### config.mk
export PLATFORM = sky130hd
export DESIGN_NAME = inband_loop_monitor
export DESIGN_NICKNAME = d
export VERILOG_FILES = /design/src/rtl/lbc_pkg.sv /design/src/rtl/lbc_history.sv /design/src/rtl/lbc_detector.sv /design/src/rtl/inband_loop_monitor.sv
export SDC_FILE = /design/constraint.sdc
export NUM_CORES = 1
export LEC_CHECK = 0
export BUFFER_PORTS_ARGS = -buffer_cell sky130_fd_sc_hd__buf_2
export CAP_MARGIN = 0
export CORE_MARGIN = 3
export CORE_UTILIZATION = 50
export DETAILED_ROUTE_END_ITERATION = 6
export GPL_ROUTABILITY_DRIVEN = 0
export GPL_TIMING_DRIVEN = 0
export MAX_ROUTING_LAYER = met4
export PLACE_DENSITY = 0.65
export SLEW_MARGIN = 0
export SYNTH_ARGS = -nofsm -noshare
export SYNTH_HDL_FRONTEND = slang
export SYNTH_SLANG_ARGS = --single-unit
### constraint.sdc
create_clock -name clk -period 4.3 [get_ports clk]
set_input_delay 1.29 -clock clk [delete_from_list [all_inputs] [get_ports clk]]
set_output_delay 1.29 -clock clk [all_outputs]
set_load 0.02 [all_outputs]
### src/rtl/lbc_pkg.sv
package lbc_pkg;
  localparam int MAX_LEN = 7;
  localparam int HIST_W  = 2 * MAX_LEN;

  typedef logic [MAX_LEN-1:0] pat_t;

  // Length code to period length in bits: 4..7.
  function automatic logic [2:0] len_of(input logic [1:0] code);
    return 3'd4 + {1'b0, code};
  endfunction

  // Mask covering the low len bits of a pattern.
  function automatic pat_t mask_of(input logic [2:0] len);
    return pat_t'(7'h7f >> (3'd7 - len));
  endfunction
endpackage

### src/rtl/lbc_history.sv
module lbc_history
  import lbc_pkg::*;
(
  input  logic              clk,
  input  logic              rst_n,
  input  logic              en,
  input  logic              bit_in,
  output logic [HIST_W-1:0] win_next
);
  logic [HIST_W-1:0] hist_q;
  logic [HIST_W-1:0] hist_d;

  // Newest bit lands in position 0.
  assign win_next = {hist_q[HIST_W-2:0], bit_in};

  always_comb begin
    hist_d = hist_q;
    if (en) hist_d = win_next;
  end

  always_ff @(posedge clk or negedge rst_n) begin
    if (!rst_n) hist_q <= '0;
    else        hist_q <= hist_d;
  end
endmodule

### src/rtl/lbc_detector.sv
module lbc_detector
  import lbc_pkg::*;
#(
  parameter int REPS = 16
) (
  input  logic              clk,
  input  logic              rst_n,
  input  logic              en,
  input  logic [HIST_W-1:0] win,
  input  pat_t              pat,
  input  logic [1:0]        len_code,
  output logic              det,
  output logic              rise
);
  localparam int CW = $clog2(REPS + 1);
  localparam logic [CW-1:0] LAST = CW'(REPS - 1);

  logic [2:0]        len;
  pat_t              mask;
  pat_t              p_used;
  pat_t              win_lo;
  logic [HIST_W-1:0] pp;
  logic              hit;
  logic              periodic;
  logic              ok;
  logic              cfg_chg;
  logic              end_per;

  logic [2:0]    ph_q,  ph_d;
  logic [CW-1:0] mc_q,  mc_d;
  logic [CW-1:0] xc_q,  xc_d;
  logic          det_q, det_d;
  pat_t          pat_q;
  logic [1:0]    len_q;

  assign len    = len_of(len_code);
  assign mask   = mask_of(len);
  assign p_used = pat & mask;
  assign win_lo = win[MAX_LEN-1:0] & mask;
  assign pp     = {{MAX_LEN{1'b0}}, p_used} | ({{MAX_LEN{1'b0}}, p_used} << len);

  // Window equals some rotation of the pattern.
  always_comb begin
    logic [HIST_W-1:0] sh;
    hit = 1'b0;
    for (int r = 0; r < MAX_LEN; r++) begin
      sh = pp >> r;
      if (r < int'(len) && ((sh[MAX_LEN-1:0] & mask) == win_lo)) hit = 1'b1;
    end
  end

  // Window equals the period before it.
  always_comb begin
    logic [HIST_W-1:0] prev;
    prev     = win >> len;
    periodic = ((prev[MAX_LEN-1:0] & mask) == win_lo);
  end

  assign ok      = hit & periodic;
  assign cfg_chg = (p_used != pat_q) || (len_code != len_q);
  assign end_per = en && (ph_q == len - 3'd1);

  always_comb begin
    ph_d  = ph_q;
    mc_d  = mc_q;
    xc_d  = xc_q;
    det_d = det_q;
    if (cfg_chg) begin
      ph_d = '0;
      mc_d = '0;
      xc_d = '0;
    end else if (en) begin
      ph_d = end_per ? 3'd0 : ph_q + 3'd1;
      if (end_per) begin
        if (!det_q) begin
          if (!ok)              mc_d = '0;
          else if (mc_q == LAST) begin
            det_d = 1'b1;
            mc_d  = '0;
          end else              mc_d = mc_q + 1'b1;
        end else begin
          if (ok)               xc_d = '0;
          else if (xc_q == LAST) begin
            det_d = 1'b0;
            xc_d  = '0;
          end else              xc_d = xc_q + 1'b1;
        end
      end
    end
  end

  always_ff @(posedge clk or negedge rst_n) begin
    if (!rst_n) begin
      ph_q  <= '0;
      mc_q  <= '0;
      xc_q  <= '0;
      det_q <= 1'b0;
      pat_q <= '0;
      len_q <= '0;
    end else begin
      ph_q  <= ph_d;
      mc_q  <= mc_d;
      xc_q  <= xc_d;
      det_q <= det_d;
      pat_q <= p_used;
      len_q <= len_code;
    end
  end

  assign det  = det_q;
  assign rise = det_d & ~det_q;
endmodule

### src/rtl/inband_loop_monitor.sv
module inband_loop_monitor
  import lbc_pkg::*;
#(
  parameter int REPS = 16
) (
  input  logic               clk,
  input  logic               rst_n,
  input  logic               rx_bit,
  input  logic               rx_en,
  input  logic [MAX_LEN-1:0] up_pat,
  input  logic [1:0]         up_len,
  input  logic [MAX_LEN-1:0] dn_pat,
  input  logic [1:0]         dn_len,
  input  logic               up_ie,
  input  logic               dn_ie,
  input  logic               up_clr,
  input  logic               dn_clr,
  output logic               up_lvl,
  output logic               dn_lvl,
  output logic               up_sticky,
  output logic               dn_sticky,
  output logic               irq
);
  localparam int NDET = 2;

  logic [1:0]        rst_sync_q;
  logic              rst_int_n;
  logic [HIST_W-1:0] win;
  pat_t              pat_a [NDET];
  logic [1:0]        len_a [NDET];
  logic [NDET-1:0]   det_a, rise_a;
  logic [NDET-1:0]   stk_q, stk_d, clr_v, ie_v;

  always_ff @(posedge clk or negedge rst_n) begin
    if (!rst_n) rst_sync_q <= 2'b00;
    else        rst_sync_q <= {rst_sync_q[0], 1'b1};
  end
  assign rst_int_n = rst_sync_q[1];

  lbc_history u_hist (
    .clk      (clk),
    .rst_n    (rst_int_n),
    .en       (rx_en),
    .bit_in   (rx_bit),
    .win_next (win)
  );

  assign pat_a[0] = up_pat;
  assign pat_a[1] = dn_pat;
  assign len_a[0] = up_len;
  assign len_a[1] = dn_len;

  for (genvar g = 0; g < NDET; g++) begin : g_det
    lbc_detector #(.REPS(REPS)) u_det (
      .clk      (clk),
      .rst_n    (rst_int_n),
      .en       (rx_en),
      .win      (win),
      .pat      (pat_a[g]),
      .len_code (len_a[g]),
      .det      (det_a[g]),
      .rise     (rise_a[g])
    );
  end

  assign clr_v = {dn_clr, up_clr};
  assign ie_v  = {dn_ie, up_ie};
  assign stk_d = (stk_q & ~clr_v) | rise_a;

  always_ff @(posedge clk or negedge rst_int_n) begin
    if (!rst_int_n) stk_q <= '0;
    else            stk_q <= stk_d;
  end

  assign up_lvl    = det_a[0];
  assign dn_lvl    = det_a[1];
  assign up_sticky = stk_q[0];
  assign dn_sticky = stk_q[1];
  assign irq       = |(stk_q & ie_v);
endmodule

==> out/qor.csv <==
metric,value,unit
start_util,0.5248,
power.share.clock,0.272,
synth_mux_area_frac,0.1245,
wl_met3,745,um
met1_length,6.469,mm
synth_edf_count,0,
wl_per_cell,17.98,um
outcome,finished clean,
synth-xor-area-share,0.1850,
port_buffers,26,
crit_path_end_kind,flop,
synthSimpleGateAreaFrac,0.1773,
syn_inst,600,
crit_required,4.56,ns
hold_class,reg2async,
path_cells,buf_2 > buf_6 > buf_8 > inv_1 > ha_1 > buf_6 > nor3b_4 > or3_1 > a2111oi_1 > nand4_1 > buf_4 > nor3_2 > nor4_1 > a2111oi_4 > buf_6 > o21ai_1 > a21oi_1,
synth_top_family_by_area,XOR/XNOR gates,
maxSlewHeadroom,0.4638,
final_cell_area,6269,um^2
grt-ovfl-total,0,
antenna_found_initial,0,
netlist_area,5539,um^2
grt_usage,0.2342,
crit_path_start_kind,primary input,
diodes,0,
timing.fmax,239.1,MHz
die_h,111.3,um
crit_type,in2reg,
clock_path_buffers,2,
finalSetupViolCount,0,
syn_nets,636,
cp_slowest_stage_delay,0.52,ns
finalHoldViolCount,0,
maxCapViolCount,0,
ys_ff_latch,63,
dpl_cell_area,5867,um^2
rr_worst_depth,11,
die_area,12380,um^2
die_w,111.3,um
drtPass1Iterations,4,
rows,37,
synth_top_area_share,0.2846,
finalWorstSetupSlack,0.1170,ns
ant_nets,0,
combPwrFrac,0.404,
critPathLaunch,up_len[0],
root_buffer,clkbuf_8,
p_leak,2.539,nW
yosysWarnings,0,
synth_fa_ha_area_frac,0.02259,
final_layout_size_suffix_gt1_frac,0.2252,
synthToLayoutAreaGrowth,13.17,%
pre_cts_slack,-0.7943,ns
intPower,1.418,mW
cp.arrival,4.44,ns
ioPinCount,31,
period_minus_slack,4.183,ns
reg2reg_from,u_hist.hist_q[5],
slew_viol_final,0,
yosys.cell_types.count,71,
clk_pin_slew,0.08,ns
grt_max_degree,42,
grt_pass1_wl,23.43,mm
finalCritPeriodShare,0.9728,
cts.sinks,63,
synthArstFlopShare,1.000,
postCtsHoldBufs,0,
synth.area.top_cells,"dfrtp_1, xnor2_1, xor2_1, mux4_2, mux2_2",
pwr-share-seq,0.324,
drt_iter0_markers,259,
cts_buffers,9,
nets,675,
power_switching_share,0.3578,
synth-compound-area-share,0.1509,
skew,0.006869,ns
slowest_stage,a2111oi_4,
drt-vias-per-instance,6.068,
yosysTopAreaCell,dfrtp_1,
h-tree-depth,3,
vdd.ir_drop.worst,0.1914,mV
worstPathMaxFanout,10,
pwr_density_cell,352.2,nW/um^2
hpwl,9.993,mm
timing.setup.tns,0,ns
drcViolationCount,0,
routed.top_layer,met4,
cts_tree,done,
p_switching,790.1,uW
final_common_cell,dfrtp_1,
ys.flop_type,dfrtp_1,
coreArea,10560,um^2
syn_area_per_cell,9.232,um^2
grt_pass1_vias,4747,
wl,14.03,mm
cpMostUsedCell,buf_6,
seq_area_frac_synth,0.2846,
clk_latency,0.34,ns
most-common-layout-cells,"dfrtp_1, xnor2_1, xor2_1",
tightest_slew,0.8026,ns
power,2.208,mW
wl_met2,6.621,mm
num_vias,4733,
[worst max-delay path: cells and delay by family]
kind	cells	cell delay, ns
compound gates	4	1.12
buf+inv	7	1.05
simple gates	5	0.80
fa+ha+maj	1	0.19
[power by group through the flow]
| stage | combinational, mW | sequential, mW | clock, mW |
|---|---|---|---|
| floorplan | 0.682 | 0.706 | 0 |
| global placement | 0.817 | 0.728 | 0 |
| detailed placement | 0.844 | 0.726 | 0 |
| CTS | 0.859 | 0.714 | 0.618 |
| global route | 0.964 | 0.725 | 0.644 |
| finish | 0.893 | 0.715 | 0.600 |
[flip-flops by register name, indices dropped and copies added (netlist names)]
signal             cells
stk_q                  2
g_det.u_det.ph_q       6
g_det.u_det.xc_q      10
g_det.u_det.mc_q      10
g_det.u_det.len_q      4
g_det.u_det.pat_q     14
g_det.u_det.det        2
rst_sync_q             2
u_hist.hist_q         13
[final timing paths]
path	to	slack (ns)
max in group asynchronous	g_det[0].u_det.pat_q[2]	3.45
setup reg to reg	g_det[1].u_det.xc_q[1]	0.92
setup / recovery	g_det[0].u_det.mc_q[3]	0.12
hold / removal	g_det[1].u_det.pat_q[2]	0.25
min in group clk	rst_sync_q[1]	0.37
hold reg to reg	g_det[1].u_det.pat_q[2]	0.25
[through the flow]
step | hold WS, ns | std cells | utilization
floorplan | 0.3312 | 600 | -
global placement | 0.3379 | 762 | 0.5538
detailed placement | 0.2568 | 763 | 0.5558
CTS | 0.2557 | 777 | 0.5830
global route | 0.2866 | 780 | 0.5939
finish | 0.2459 | 780 | 0.5939
[cells in the mapped netlist, drive strengths merged, types with 17 or more instances]
library cell,number
mux2,18
dfrtp,63
nand3,22
nor2,33
nand2,35
mux2i,17
clkbuf,18
buf,34
xor2,56
a21oi,27
xnor2,61
o21ai,24
[timing repair]
action                                  CTS  global route
hold endpoints to repair                  0             0
pin swaps                                 4             8
resized for setup                        18            21
cloned                                    0             1
setup buffers                             0             2
endpoints found under the setup margin   24            23
[per-layer routing]
layer	track usage	up-vias
li1	-	2238
met1	0.3144	2306
met2	0.3695	169
met3	0.03002	20
met4	0.07705	0
met5	-	-
[cell type report]
type                       count  area, um^2
buffer                        50       282.8
tap                          136       170.2
clock buffer                  11       151.4
sequential                    63        1578
inverter                      14       57.56
timing repair buffer          30       175.2
clock inverter                 5       80.08
fill                         932        4287
multi-input combinational    471        3774
[logic make-up (layout without fill, tap and decap cells)]
family                   Yosys count  in the layout
flip-flops                        63             63
AND/OR/NAND/NOR                  181            181
other                              1              1
XOR/XNOR                         117            117
AO/OA/AOI/OAI                    114            114
multiplexers                      48             48
buffers and inverters             66            110
adder cells (fa/ha/maj)           10             10
No activity file was read; power rests on OpenSTA's default activity.
